==> src/rtl/ddr2_seq_pkg.sv <==
package ddr2_seq_pkg;

    typedef enum logic [2:0] {
        OP_LOAD_MODE    = 3'd0,
        OP_REFRESH      = 3'd1,
        OP_PRECHARGE    = 3'd2,
        OP_ACTIVATE     = 3'd3,
        OP_WRITE        = 3'd4,
        OP_READ         = 3'd5,
        OP_SELF_REFRESH = 3'd6,
        OP_POWER_DOWN   = 3'd7
    } host_op_t;

    typedef struct packed {
        logic cs_n;
        logic ras_n;
        logic cas_n;
        logic we_n;
    } cmd_pins_t;

    localparam cmd_pins_t CMD_LOAD_MODE = 4'b0000;
    localparam cmd_pins_t CMD_REFRESH   = 4'b0001;
    localparam cmd_pins_t CMD_PRECHARGE = 4'b0010;
    localparam cmd_pins_t CMD_ACTIVATE  = 4'b0011;
    localparam cmd_pins_t CMD_WRITE     = 4'b0100;
    localparam cmd_pins_t CMD_READ      = 4'b0101;
    localparam cmd_pins_t CMD_NOP       = 4'b0111;
    localparam cmd_pins_t CMD_DESELECT  = 4'b1111;

    typedef enum logic [2:0] {
        ST_CKE_LOW,
        ST_INIT,
        ST_IDLE,
        ST_GAP,
        ST_SREF,
        ST_PDN,
        ST_EXIT
    } seq_state_t;

    function automatic cmd_pins_t op_to_cmd(input host_op_t o);
        case (o)
            OP_LOAD_MODE: return CMD_LOAD_MODE;
            OP_REFRESH:   return CMD_REFRESH;
            OP_PRECHARGE: return CMD_PRECHARGE;
            OP_ACTIVATE:  return CMD_ACTIVATE;
            OP_WRITE:     return CMD_WRITE;
            OP_READ:      return CMD_READ;
            default:      return CMD_NOP;
        endcase
    endfunction

    function automatic logic is_low_power(input host_op_t o);
        return (o == OP_SELF_REFRESH) || (o == OP_POWER_DOWN);
    endfunction

    function automatic int unsigned max4(input int unsigned a, b, c, d);
        int unsigned m;
        m = a;
        if (b > m) m = b;
        if (c > m) m = c;
        if (d > m) m = d;
        return m;
    endfunction

endpackage

==> src/rtl/seq_ctrl.sv <==
module seq_ctrl
    import ddr2_seq_pkg::*;
#(
    parameter int unsigned CKE_LOW_CYC  = 10,
    parameter int unsigned INIT_NOP_CYC = 80000,
    parameter int unsigned GAP_CYC      = 2,
    parameter int unsigned EXIT_CYC     = 3
) (
    input  logic      clk,
    input  logic      rst,
    input  logic      req,
    input  host_op_t  op,
    output logic      ready,
    output logic      accept,
    output logic      issue,
    output logic      cke,
    output cmd_pins_t cmd
);

    localparam int unsigned CNT_MAX = max4(CKE_LOW_CYC, INIT_NOP_CYC, GAP_CYC, EXIT_CYC);
    localparam int unsigned CNT_W   = $clog2(CNT_MAX + 1);
    localparam logic [CNT_W-1:0] LD_CKE  = CNT_W'(CKE_LOW_CYC);
    localparam logic [CNT_W-1:0] LD_INIT = CNT_W'(INIT_NOP_CYC - 1);
    localparam logic [CNT_W-1:0] LD_GAP  = CNT_W'(GAP_CYC - 1);
    localparam logic [CNT_W-1:0] LD_EXIT = CNT_W'(EXIT_CYC - 1);

    seq_state_t       state;
    logic [CNT_W-1:0] cnt;
    logic             cnt_done;
    logic             cke_q;
    cmd_pins_t        cmd_q;

    assign cnt_done = (cnt == '0);
    assign ready    = (state == ST_IDLE) || (state == ST_SREF) || (state == ST_PDN);
    assign accept   = req && ready;
    assign issue    = accept && (state == ST_IDLE) && !is_low_power(op);
    assign cke      = cke_q;
    assign cmd      = cmd_q;

    always_ff @(posedge clk) begin
        if (rst) begin
            state <= ST_CKE_LOW;
            cnt   <= LD_CKE;
            cke_q <= 1'b0;
            cmd_q <= CMD_DESELECT;
        end else begin
            case (state)
                ST_CKE_LOW: begin
                    if (cnt_done) begin
                        state <= ST_INIT;
                        cnt   <= LD_INIT;
                        cke_q <= 1'b1;
                        cmd_q <= CMD_NOP;
                    end else begin
                        cnt <= cnt - 1'b1;
                    end
                end
                ST_INIT, ST_GAP, ST_EXIT: begin
                    cmd_q <= CMD_NOP;
                    if (cnt_done) state <= ST_IDLE;
                    else          cnt   <= cnt - 1'b1;
                end
                ST_IDLE: begin
                    if (accept) begin
                        case (op)
                            OP_SELF_REFRESH: begin
                                state <= ST_SREF;
                                cke_q <= 1'b0;
                                cmd_q <= CMD_REFRESH;
                            end
                            OP_POWER_DOWN: begin
                                state <= ST_PDN;
                                cke_q <= 1'b0;
                                cmd_q <= CMD_DESELECT;
                            end
                            default: begin
                                state <= ST_GAP;
                                cnt   <= LD_GAP;
                                cmd_q <= op_to_cmd(op);
                            end
                        endcase
                    end else begin
                        cmd_q <= CMD_NOP;
                    end
                end
                ST_SREF, ST_PDN: begin
                    if (accept) begin
                        state <= ST_EXIT;
                        cnt   <= LD_EXIT;
                        cke_q <= 1'b1;
                        cmd_q <= CMD_NOP;
                    end else begin
                        cmd_q <= CMD_DESELECT;
                    end
                end
                default: begin
                    state <= ST_CKE_LOW;
                    cnt   <= LD_CKE;
                    cke_q <= 1'b0;
                    cmd_q <= CMD_DESELECT;
                end
            endcase
        end
    end

    AST_ONE_CYCLE_CMD: assert property (@(posedge clk) disable iff (rst)
        (!cmd_q.cs_n && cmd_q != CMD_NOP) |=> (cmd_q.cs_n || cmd_q == CMD_NOP));

    AST_READY_DROPS: assert property (@(posedge clk) disable iff (rst)
        (accept && !(state == ST_IDLE && is_low_power(op))) |=> !ready);

    AST_CKE_RISE_NOP: assert property (@(posedge clk) disable iff (rst)
        $rose(cke_q) |-> (cmd_q == CMD_NOP));

    AST_CKE_LOW_PINS: assert property (@(posedge clk) disable iff (rst)
        !cke_q |-> (cmd_q.cs_n || cmd_q == CMD_REFRESH));

endmodule

==> src/rtl/seq_addr_fmt.sv <==
module seq_addr_fmt
    import ddr2_seq_pkg::*;
#(
    parameter int unsigned BA_W   = 3,
    parameter int unsigned ADDR_W = 14,
    parameter int unsigned COL_W  = 11
) (
    input  host_op_t          op,
    input  logic [BA_W-1:0]   bank,
    input  logic [ADDR_W-1:0] host_addr,
    input  logic              ap,
    output logic [BA_W-1:0]   ba_o,
    output logic [ADDR_W-1:0] addr_o
);

    localparam int unsigned AP_BIT = 10;

    logic [ADDR_W-1:0] col_fold;
    logic [ADDR_W-1:0] pre_word;

    for (genvar i = 0; i < ADDR_W; i++) begin : g_fold
        if (i < AP_BIT) begin : g_low
            assign col_fold[i] = host_addr[i];
        end else if (i == AP_BIT) begin : g_ap
            assign col_fold[i] = ap;
        end else if (i - 1 < COL_W) begin : g_high
            assign col_fold[i] = host_addr[i-1];
        end else begin : g_zero
            assign col_fold[i] = 1'b0;
        end
        if (i == AP_BIT) begin : g_pre_ap
            assign pre_word[i] = ap;
        end else begin : g_pre_zero
            assign pre_word[i] = 1'b0;
        end
    end

    always_comb begin
        ba_o   = bank;
        addr_o = host_addr;
        case (op)
            OP_READ, OP_WRITE: addr_o = col_fold;
            OP_PRECHARGE:      addr_o = pre_word;
            OP_ACTIVATE, OP_LOAD_MODE: addr_o = host_addr;
            default: begin
                ba_o   = '0;
                addr_o = '0;
            end
        endcase
    end

endmodule

==> src/rtl/seq_mode_shadow.sv <==
module seq_mode_shadow #(
    parameter int unsigned BA_W   = 3,
    parameter int unsigned ADDR_W = 14
) (
    input  logic              clk,
    input  logic              rst,
    input  logic              load,
    input  logic [BA_W-1:0]   bank,
    input  logic [ADDR_W-1:0] data,
    output logic [2:0]        cas_lat,
    output logic [2:0]        add_lat,
    output logic [3:0]        rd_lat,
    output logic [3:0]        wr_lat,
    output logic [7:0]        burst_len
);

    logic [ADDR_W-1:0] mode_q;
    logic [ADDR_W-1:0] ext_q;

    always_ff @(posedge clk) begin
        if (rst) begin
            mode_q <= '0;
            ext_q  <= '0;
        end else if (load) begin
            if (bank == BA_W'(0)) mode_q <= data;
            if (bank == BA_W'(1)) ext_q  <= data;
        end
    end

    assign cas_lat   = mode_q[6:4];
    assign add_lat   = ext_q[5:3];
    assign burst_len = 8'd1 << mode_q[2:0];
    assign rd_lat    = {1'b0, add_lat} + {1'b0, cas_lat};
    assign wr_lat    = {1'b0, add_lat} + {1'b0, cas_lat} - 4'd1;

    AST_MODE_LOAD: assert property (@(posedge clk) disable iff (rst)
        (load && bank == BA_W'(0)) |=> (cas_lat == $past(data[6:4])));

    AST_OTHER_BANK_HOLD: assert property (@(posedge clk) disable iff (rst)
        (load && bank > BA_W'(1)) |=> ($stable(cas_lat) && $stable(add_lat) && $stable(burst_len)));

endmodule

==> src/rtl/ddr2_cmd_seq.sv <==
module ddr2_cmd_seq
    import ddr2_seq_pkg::*;
#(
    parameter int unsigned BA_W         = 3,
    parameter int unsigned ADDR_W       = 14,
    parameter int unsigned COL_W        = 11,
    parameter int unsigned CKE_LOW_CYC  = 10,
    parameter int unsigned INIT_NOP_CYC = 80000,
    parameter int unsigned GAP_CYC      = 2,
    parameter int unsigned EXIT_CYC     = 3
) (
    input  logic              clk,
    input  logic              rst,
    input  logic              req,
    input  logic [2:0]        op,
    input  logic [BA_W-1:0]   bank,
    input  logic [ADDR_W-1:0] host_addr,
    input  logic              ap,
    output logic              ready,
    output logic              cke,
    output logic              cs_n,
    output logic              ras_n,
    output logic              cas_n,
    output logic              we_n,
    output logic [BA_W-1:0]   ba,
    output logic [ADDR_W-1:0] addr,
    output logic [2:0]        cas_lat,
    output logic [2:0]        add_lat,
    output logic [3:0]        rd_lat,
    output logic [3:0]        wr_lat,
    output logic [7:0]        burst_len
);

    host_op_t          op_e;
    logic              accept;
    logic              issue;
    cmd_pins_t         cmd;
    logic [BA_W-1:0]   ba_n;
    logic [ADDR_W-1:0] addr_n;
    logic [BA_W-1:0]   ba_q;
    logic [ADDR_W-1:0] addr_q;

    assign op_e = host_op_t'(op);

    seq_ctrl #(
        .CKE_LOW_CYC (CKE_LOW_CYC),
        .INIT_NOP_CYC(INIT_NOP_CYC),
        .GAP_CYC     (GAP_CYC),
        .EXIT_CYC    (EXIT_CYC)
    ) u_ctrl (
        .clk   (clk),
        .rst   (rst),
        .req   (req),
        .op    (op_e),
        .ready (ready),
        .accept(accept),
        .issue (issue),
        .cke   (cke),
        .cmd   (cmd)
    );

    seq_addr_fmt #(
        .BA_W  (BA_W),
        .ADDR_W(ADDR_W),
        .COL_W (COL_W)
    ) u_fmt (
        .op       (op_e),
        .bank     (bank),
        .host_addr(host_addr),
        .ap       (ap),
        .ba_o     (ba_n),
        .addr_o   (addr_n)
    );

    seq_mode_shadow #(
        .BA_W  (BA_W),
        .ADDR_W(ADDR_W)
    ) u_mode (
        .clk      (clk),
        .rst      (rst),
        .load     (issue && op_e == OP_LOAD_MODE),
        .bank     (bank),
        .data     (host_addr),
        .cas_lat  (cas_lat),
        .add_lat  (add_lat),
        .rd_lat   (rd_lat),
        .wr_lat   (wr_lat),
        .burst_len(burst_len)
    );

    always_ff @(posedge clk) begin
        if (rst) begin
            ba_q   <= '0;
            addr_q <= '0;
        end else if (issue) begin
            ba_q   <= ba_n;
            addr_q <= addr_n;
        end
    end

    assign cs_n  = cmd.cs_n;
    assign ras_n = cmd.ras_n;
    assign cas_n = cmd.cas_n;
    assign we_n  = cmd.we_n;
    assign ba    = ba_q;
    assign addr  = addr_q;

    AST_AP_IN_A10: assert property (@(posedge clk) disable iff (rst)
        (issue && (op_e == OP_READ || op_e == OP_WRITE)) |=> (addr_q[10] == $past(ap)));

    AST_WAKE_HOLDS_ADDR: assert property (@(posedge clk) disable iff (rst)
        (accept && !issue) |=> ($stable(addr_q) && $stable(ba_q)));

endmodule

==> config.mk <==
export PLATFORM = sky130hd
export DESIGN_NAME = ddr2_cmd_seq
export DESIGN_NICKNAME = d
export VERILOG_FILES = /design/src/rtl/ddr2_seq_pkg.sv /design/src/rtl/seq_ctrl.sv /design/src/rtl/seq_addr_fmt.sv /design/src/rtl/seq_mode_shadow.sv /design/src/rtl/ddr2_cmd_seq.sv
export SDC_FILE = /design/constraint.sdc
export NUM_CORES = 1
export LEC_CHECK = 0
export ABC_AREA = 1
export BUFFER_PORTS_ARGS = -buffer_cell sky130_fd_sc_hd__buf_2
export CORE_MARGIN = 4
export CORE_UTILIZATION = 58
export DETAILED_ROUTE_END_ITERATION = 6
export PLACE_DENSITY = 0.92
export SLEW_MARGIN = 10
export SYNTH_ARGS = -nofsm -noshare
export SYNTH_HDL_FRONTEND = slang
export SYNTH_SLANG_ARGS = --single-unit
==> constraint.sdc <==
create_clock -name clk -period 3.6 [get_ports clk]
set_clock_uncertainty 0.15 [all_clocks]
set_input_delay 0.72 -clock clk [delete_from_list [all_inputs] [get_ports clk]]
set_output_delay 0.72 -clock clk [all_outputs]
set_load 0.01 [all_outputs]
**Word level (Yosys, flattened, before mapping)**

Cells that the tools add are included.

- Register bits: 55
- Input port bits: 24

- Add/subtract/negate cells: 3
- Equal/unequal tests: 21
- Shifts and indexed selects: 1
- Muxes and demuxes: 25
- Bitwise logic cells: 1
- Reductions and logical operators: 23

Operators by type and width:

| cell | number |
|---|---|
| $mux W17 | 5 |
| $pmux W17 S4 | 1 |
| $pmux W14 S3 | 1 |
| $eq A3 B3 Y1 const B | 7 |
| $pmux W3 S6 | 1 |
| $logic_not A17 Y1 | 1 |
| $sub A17 B1 Y17 const B | 1 |
| $pmux W4 S4 | 1 |
| $mux W3 | 5 |
| $eq A3 B2 Y1 const B | 4 |
| $mux W4 | 3 |
| $pmux W3 S4 | 1 |
| $eq A3 B1 Y1 const B | 3 |
| $logic_not A3 Y1 | 3 |
| $ne A2 B1 Y1 const B | 4 |
| $pmux W4 S2 | 1 |
| $reduce_and A4 Y1 | 2 |
| $reduce_or A2 Y1 | 4 |
| $shl A1 B3 Y8 const A | 1 |
| $ne A2 B2 Y1 const B | 3 |
| $pmux W3 S2 | 1 |
| $reduce_and A5 Y1 | 1 |
| $reduce_or A5 Y1 | 1 |
| $add A3 B3 Y4 | 1 |
| other kinds (9) | 18 |

**Longest topological paths before layout**

Gate-level depths: netlist (run 1).

- Depth in word-level cells: 8
- Mapped depth: 13

**Modules after synthesis**

A second synthesis (run 1) with hierarchy kept.

- Cell total of the unflattened synthesis: 527
- Area total of the unflattened synthesis: 3260.6 um2

Modules (own cells, without submodules):

| module | times used | cells each | area an instance (um2) | seq. area each (um2) |
|---|---|---|---|---|
| seq_ctrl | 1 | 238 | 1544.0 | 500.5 |
| ddr2_cmd_seq | 1 | 112 | 735.7 | 340.3 |
| seq_mode_shadow | 1 | 115 | 730.7 | 180.2 |
| seq_addr_fmt | 1 | 62 | 250.2 | 0.0 |

**Least setup slack after synthesis (run 1)**

OpenSTA, ideal clock, no wires.

- Kind: register -> output
- From: reg u_mode.ext_q[3]
- To: out wr_lat[3]
- Data arrival time: 1.649 ns
- Required time: 2.730 ns
- Setup slack: 1.081 ns
- Stages on the path, launching flop included: 7
- Path buffers: 0
- Path through: dfxtp_1 -> ha_1 -> inv_1 -> fa_1 -> xnor2_1 -> nor3_1 -> xor2_1

- Word-level cells in the longest chain between the ends: 2

RTL lines:

| item | RTL line | RTL |
|---|---|---|
| start: declaration | seq_mode_shadow.sv:18 | `logic [ADDR_W-1:0] ext_q;` |
| start signal: assignment | seq_mode_shadow.sv:26 | `if (bank == BA_W'(1)) ext_q <= data;` |
| $add A3 B3 Y4 | n/a |  |
| net rd_lat[2] | ddr2_cmd_seq.sv:29 | `output logic [3:0] rd_lat,` |
| $sub A4 B1 Y4 | seq_mode_shadow.sv:34 | `assign wr_lat = {1'b0, add_lat} + {1'b0, cas_lat} - 4'd1;` |
| end: declaration | ddr2_cmd_seq.sv:30 | `output logic [3:0] wr_lat,` |

The timed path passes the listed nets, and every way through them passes these cells.

**Worst setup path after layout (run 1)**

- From: reg u_mode.mode_q[4]
- To: out wr_lat[3]

- Word-level cells in the longest chain between the ends: 2

RTL lines:

| item | RTL line | RTL |
|---|---|---|
| start: declaration | seq_mode_shadow.sv:17 | `logic [ADDR_W-1:0] mode_q;` |
| start signal: assignment | seq_mode_shadow.sv:25 | `if (bank == BA_W'(0)) mode_q <= data;` |
| $add A3 B3 Y4 | seq_mode_shadow.sv:34 |  |
| $sub A4 B1 Y4 | seq_mode_shadow.sv:34 |  |

Every way passes these cells.

==> impl_metrics.env, run 1 <==
export IMPL_run_status="completed"
export IMPL_cts_repair_resized=0
export IMPL_vias=2916
export IMPL_startpoint_type="register"
export IMPL_r2r_slack_ns=1.53
export IMPL_synth_cells=416
export IMPL_drt_initial_drc_count=256
export IMPL_cts_buffers=5
export IMPL_drt_wl_total_mm=6.94
export IMPL_pwr_share_clk_pct=15.8
export IMPL_final_hold_violation_count=0
export IMPL_synth_cell_types=41
export IMPL_post_route_period_util_pct=79.3
export IMPL_required_ns=2.73
export IMPL_drv_slew=0
export IMPL_combPwrFrac_pct=47.5
export IMPL_hold_path_class="reg2reg"
export IMPL_leakagePower_nw=1.54
export IMPL_ys_ff_latch=51
export IMPL_grt_pass1_vias=2699
export IMPL_core_area_mm2=0.00482
export IMPL_start_util_pct=61.0
export IMPL_power_mw=2.05
export IMPL_cts_setup_buffers=0
export IMPL_ios=69
export IMPL_powerDensity_mw_per_mm2=612
export IMPL_final_antenna_net_count=0
export IMPL_antenna_found_initial=0
export IMPL_drv_cap=0
export IMPL_grt_pass1_wl_mm=12.0
export IMPL_clkLatencyLatePin_ns=0.30
export IMPL_grt_setup_unrepaired="no"
export IMPL_worst_slack_ns=0.747
export IMPL_power_frac_seq_pct=36.8
export IMPL_gr_total_overflow=0
export IMPL_htree_levels=2
export IMPL_slew_headroom_pct=64.9
export IMPL_clk_pin_slew_worst_paths_ns=0.09
export IMPL_cts_sinks=51
export IMPL_tightest_slew_ns=0.526
export IMPL_synth_area_mm2=0.00294
export IMPL_area_delta_synth_final_pct=14.0
export IMPL_internal_power_mw=1.13
export IMPL_dieHeight_um=79.2
export IMPL_drc=0
export IMPL_io_buffer_count=68
export IMPL_cts_root_buf="clkbuf_8"
export IMPL_worstPathMaxFanout=3
export IMPL_grt_use_met1_pct=29.3
export IMPL_die_area_mm2=0.00627
export IMPL_dieWidth_um=79.2
export IMPL_place_ws_ns=1.05
export IMPL_grtUsageTotal_pct=23.4
export IMPL_switchingPower_mw=0.915
export IMPL_clockBufferDepth=2
export IMPL_cts_tree="done"
export IMPL_max_freq_mhz=350
export IMPL_num_nets_final=507
export IMPL_critPathKind="reg2out"
export IMPL_synth_avg_cell_area_um2=7.06
export IMPL_rows=25
export IMPL_drt_pass1_iter_count=4
export IMPL_grt_use_met2_pct=39.4
export IMPL_grt_use_met3_pct=3.97
export IMPL_fin_crit_ns=2.85
export IMPL_place_hpwl_mm=5.33
export IMPL_switching_share_pct=44.7
export IMPL_gp_congestion=0.945
export IMPL_crit_arrival_ns=1.98
export IMPL_drt_wirelength_per_cell_um=12.8
export IMPL_drive_above_1_share_pct=23.7
export IMPL_yosysSeqAreaShare_pct=34.8
export IMPL_setup_viol=0
export IMPL_grt_max_degree=30
export IMPL_yosys_warnings=0
export IMPL_ir_worst_vdd_mv=0.467
export IMPL_finalSetupTns_ns=0
export IMPL_grt_busiest_layer="met2"
export IMPL_n_antenna_cell=0
export IMPL_hold_buffers=0
export IMPL_vias_per_cell=5.36
export IMPL_synth_fp_nets=447
export IMPL_endpoint_kind="primary output"
per-layer routing:
layer,share of wire (%),wire length (um)
met3,6.6,456
met1,43,2980
met2,48,3360
met4,2.2,150
met5,0,0
flip-flops by register name, summed over array words and instances (netlist names):
register	cells
u_ctrl.state	3
addr	14
u_mode.ext_q	3
u_mode.mode_q	6
u_ctrl.cnt	17
u_ctrl.cmd	4
u_ctrl.cke	1
ba	3
synthesized netlist by cell type, drive strengths merged:
cell type,n,area share (%)
a21oi,38,7.4
clkbuf,6,0.77
fa,1,0.68
xnor2,2,0.60
buf,11,3.2
a31o,1,0.30
o31ai,1,0.26
ha,6,2.6
dfxtp,51,35
o21bai,1,0.26
nand3,39,7.2
a22oi,3,0.77
a31oi,1,0.21
nand3b,2,0.51
clkinv,1,0.17
o22ai,1,0.21
nor3b,1,0.26
nand4,6,1.3
nor3,13,2.2
nor2,49,8.4
inv,47,6.0
xor2,2,0.60
o21ai,22,4.3
nand2,100,14
o211ai,11,2.8
cells in the final DEF (no fill, tap or decap), drive strengths merged, types with 11 or more instances in the layout:
cell type and count:
o211ai 11, buf 70, nor2 49, nand2 100
o21ai 22, nand3 39, a21oi 38, nor3 13
dfxtp 51, inv 47
worst max-delay path, cell delays in order, from the launching register on:
cell	delay [ns]
dfxtp_1	0.36
ha_1	0.18
inv_1	0.06
fa_1	0.50
inv_1	0.06
nor3_1	0.24
xor2_1	0.15
buf_2	0.14
power groups by stage:
| stage | sequential (mW) | combinational (mW) | clock, mW |
|---|---|---|---|
| CTS | 0.749 | 0.970 | 0.330 |
| detailed placement | 0.761 | 0.965 | 0 |
| finish | 0.753 | 0.972 | 0.324 |
| floorplan | 0.748 | 0.791 | 0 |
| global route | 0.766 | 1.11 | 0.354 |
| global placement | 0.759 | 0.944 | 0 |
final cells by class:
cell class	instances	area (um^2)
repair buffers	70	355
fillers	411	1470
clock buffers	6	72.6
multi-input cells	300	1620
clock inverters	2	17.5
inverters	48	181
flip-flops and latches	51	1020
well taps	67	83.8
logic make-up after synthesis:
family,Yosys count,share of synthesized area (%)
AOI/OAI and AO/OA,79,16.4
and+or+nand+nor,210,34.2
xor gates and xnor gates,4,1.19
adders and majority gates,7,3.24
DFF,51,34.8
buffers and inverters,65,10.2
metrics by stage:
| stage | std cells | instance area (um^2) | utilization [%] | hold slack, ns |
|---|---|---|---|---|
| 6_report | 544 | 3350 | 69.5 | 0.318 |
| 5_1_grt | 544 | 3350 | 69.5 | 0.349 |
| 4_1_cts | 544 | 3350 | 69.5 | 0.318 |
| 3_5_place_dp | 536 | 3260 | 67.7 | 0.304 |
| 3_3_place_gp | 536 | 3260 | 67.7 | 0.302 |
| 2_1_floorplan | 416 | 2940 | - | 0.292 |
worst paths after layout:
kind,cells past startpoint,end,start
worst max-delay path,7,wr_lat[3],u_mode.mode_q[4]
worst min-delay path,2,addr[11],addr[11]
worst max register to register,8,u_mode.mode_q[0],u_ctrl.state[1]
worst min register to register,2,addr[11],addr[11]
(Power assumes the default switching activity.)
==> run 2: changes to the inputs <==
--- a/config.mk
+++ b/config.mk
@@ -8,9 +8,9 @@
 export ABC_AREA = 1
 export BUFFER_PORTS_ARGS = -buffer_cell sky130_fd_sc_hd__buf_2
 export CORE_MARGIN = 4
-export CORE_UTILIZATION = 58
+export CORE_UTILIZATION = 54
 export DETAILED_ROUTE_END_ITERATION = 6
-export PLACE_DENSITY = 0.92
+export PLACE_DENSITY = 0.87
 export SLEW_MARGIN = 10
 export SYNTH_ARGS = -nofsm -noshare
 export SYNTH_HDL_FRONTEND = slang
==> constraint.sdc (replaced) <==
create_clock -name clk -period 2.8 [get_ports clk]
set_clock_uncertainty 0.15 [all_clocks]
set_input_delay 0.56 -clock clk [delete_from_list [all_inputs] [get_ports clk]]
set_output_delay 0.56 -clock clk [all_outputs]
set_load 0.01 [all_outputs]
==> run 2 against run 1 <==
  * Final area grew 0.30%
  * Routed wire length increased by 0.86%
  * Worst hold slack hardly changed
  * Largest cell class unchanged
  * Largest power group unchanged
==> impl_metrics.env, run 2 (synthesized netlist as in run 1, its figures left out) <==
export IMPL_run_status="completed"
export IMPL_drt_wirelength_per_cell_um=12.8
export IMPL_power_mw=2.67
export IMPL_worstPathMaxFanout=3
export IMPL_switchingPower_mw=1.21
export IMPL_drv_slew=0
export IMPL_largest_register_ffs=17
export IMPL_die_area_mm2=0.00668
export IMPL_crit_arrival_ns=1.98
export IMPL_power_frac_seq_pct=36.3
export IMPL_cts_root_buf="clkbuf_8"
export IMPL_start_util_pct=56.4
export IMPL_grt_max_degree=29
export IMPL_setup_viol=0
export IMPL_drive_above_1_share_pct=24.1
export IMPL_leakagePower_nw=1.55
export IMPL_dieHeight_um=81.8
export IMPL_fin_crit_ns=2.69
export IMPL_critPathKind="reg2out"
export IMPL_startpoint_type="register"
export IMPL_gp_congestion=0.900
export IMPL_vias_per_cell=5.31
export IMPL_place_hpwl_mm=5.31
export IMPL_final_common_cell="nand2_1"
export IMPL_cts_buffers=5
export IMPL_clockBufferDepth=2
export IMPL_wl_met2_mm=3.41
export IMPL_n_antenna_cell=0
export IMPL_whs_path_depth=2
export IMPL_cp_top_family="adder cells"
export IMPL_max_freq_mhz=371
export IMPL_grt_pass1_wl_mm=11.8
export IMPL_area_delta_synth_final_pct=14.4
export IMPL_final_hold_violation_count=0
export IMPL_hold_path_class="reg2reg"
export IMPL_num_nets_final=507
export IMPL_drc=0
export IMPL_gr_total_overflow=0
export IMPL_drv_cap=0
export IMPL_vias=2905
export IMPL_rows=26
export IMPL_htree_levels=2
export IMPL_path_cells="ha_1 -> inv_1 -> fa_1 -> xnor2_1 -> nor3_2 -> xor2_1 -> buf_2"
export IMPL_ios=69
export IMPL_core_area_mm2=0.00520
export IMPL_hold_buffers=0
export IMPL_dieWidth_um=81.8
export IMPL_drt_wl_total_mm=7.00
export IMPL_internal_power_mw=1.46
export IMPL_combPwrFrac_pct=47.1
export IMPL_max_stage_delay_ns=0.38
export IMPL_clkLatencyLatePin_ns=0.31
export IMPL_tightest_slew_ns=0.539
export IMPL_powerDensity_mw_per_mm2=794
export IMPL_post_route_period_util_pct=96.2
export IMPL_r2r_cells=10
export IMPL_grtUsageTotal_pct=22.2
export IMPL_cp_num_buf_inv=2
export IMPL_endpoint_kind="primary output"
export IMPL_drt_pass1_iter_count=5
export IMPL_slew_headroom_pct=64.1
export IMPL_final_antenna_net_count=0
export IMPL_route_top_layer_used="met4"
export IMPL_wl_met3_um=426
export IMPL_most_common_layout_cells="90 x nand2_1, 68 x buf_2, 51 x dfxtp_1, 44 x inv_1, 39 x nor2_1"
export IMPL_drt_initial_drc_count=202
export IMPL_fin_util_pct=64.5
export IMPL_critPathSlowestCell="fa_1"
export IMPL_antenna_found_initial=0
export IMPL_required_ns=2.09
export IMPL_pwr_share_clk_pct=16.6
export IMPL_clk_pin_slew_worst_paths_ns=0.10
export IMPL_io_buffer_count=68
export IMPL_ir_worst_vdd_mv=0.526
export IMPL_grt_pass1_vias=2734
export IMPL_drt_met1_wl_mm=3.04
export IMPL_switching_share_pct=45.3
export IMPL_cp_depth=7
export IMPL_cts_sinks=51
export IMPL_cts_tree="done"
export IMPL_regMostFlops="u_ctrl.cnt"
run 2: changes by cell type in the layout (fill, tap and decap cells not counted), sizes merged:
cell / delta
inv: +2
clkbuf: -1
clkinv: -1
run 2: area by class of cell:
type | count | area (um^2)
clock buffer | 5 | 68.8
tap | 70 | 87.6
sequential | 51 | 1020
fill | 463 | 1850
inverter | 48 | 181
clock inverter | 3 | 22.5
timing repair buffer | 70 | 355
multi-input combinational | 300 | 1620
run 2: power by group through the flow:
stage | Combinational, mW | Sequential [mW] | Clock (mW)
finish | 1.26 | 0.968 | 0.443
global route | 1.42 | 0.988 | 0.483
CTS | 1.26 | 0.966 | 0.454
detailed placement | 1.25 | 0.978 | 0
global placement | 1.21 | 0.975 | 0
floorplan | 1.02 | 0.962 | 0
run 2: worst paths after layout:
kind                        start        endpoint  slack (ns)
hold / removal            addr[7]         addr[7]        0.32
setup reg to reg    u_ctrl.cnt[0]  u_ctrl.cnt[16]        0.89
setup / recovery  u_mode.ext_q[3]       wr_lat[3]        0.11
hold reg to reg           addr[7]         addr[7]        0.32
run 2: metal layers:
metal  vias up  global-route usage, %
met5         -                      0
met2        87                   39.0
met3        11                   3.73
li1       1490                      -
met4         0                   8.47
met1      1317                   26.8
run 2: what timing repair did:
item                       4_1_cts  5_1_grt
gates resized for setup          0        1
buffers inserted                 0        0
setup endpoints to repair        0        1
run 2: metrics by stage:
step | instances | TNS (ns) | setup slack (ns) | hold WS, ns | instance area (um^2)
3_5_place_dp | 539 | 0 | 0.415 | 0.303 | 3260
4_1_cts | 547 | 0 | 0.0825 | 0.319 | 3350
3_3_place_gp | 539 | 0 | 0.533 | 0.301 | 3260
5_1_grt | 547 | -0.00484 | -0.00484 | 0.349 | 3360
6_report | 547 | 0 | 0.106 | 0.317 | 3360
2_1_floorplan | 416 | 0 | 0.441 | 0.292 | 2940
run 2: worst min-delay path, delay by kind of cell, from the launching register on:
family	cells	cell delay, ns
AOI/OAI and AO/OA	1	0.05
and+or+nand+nor	1	0.06
DFF	1	0.32
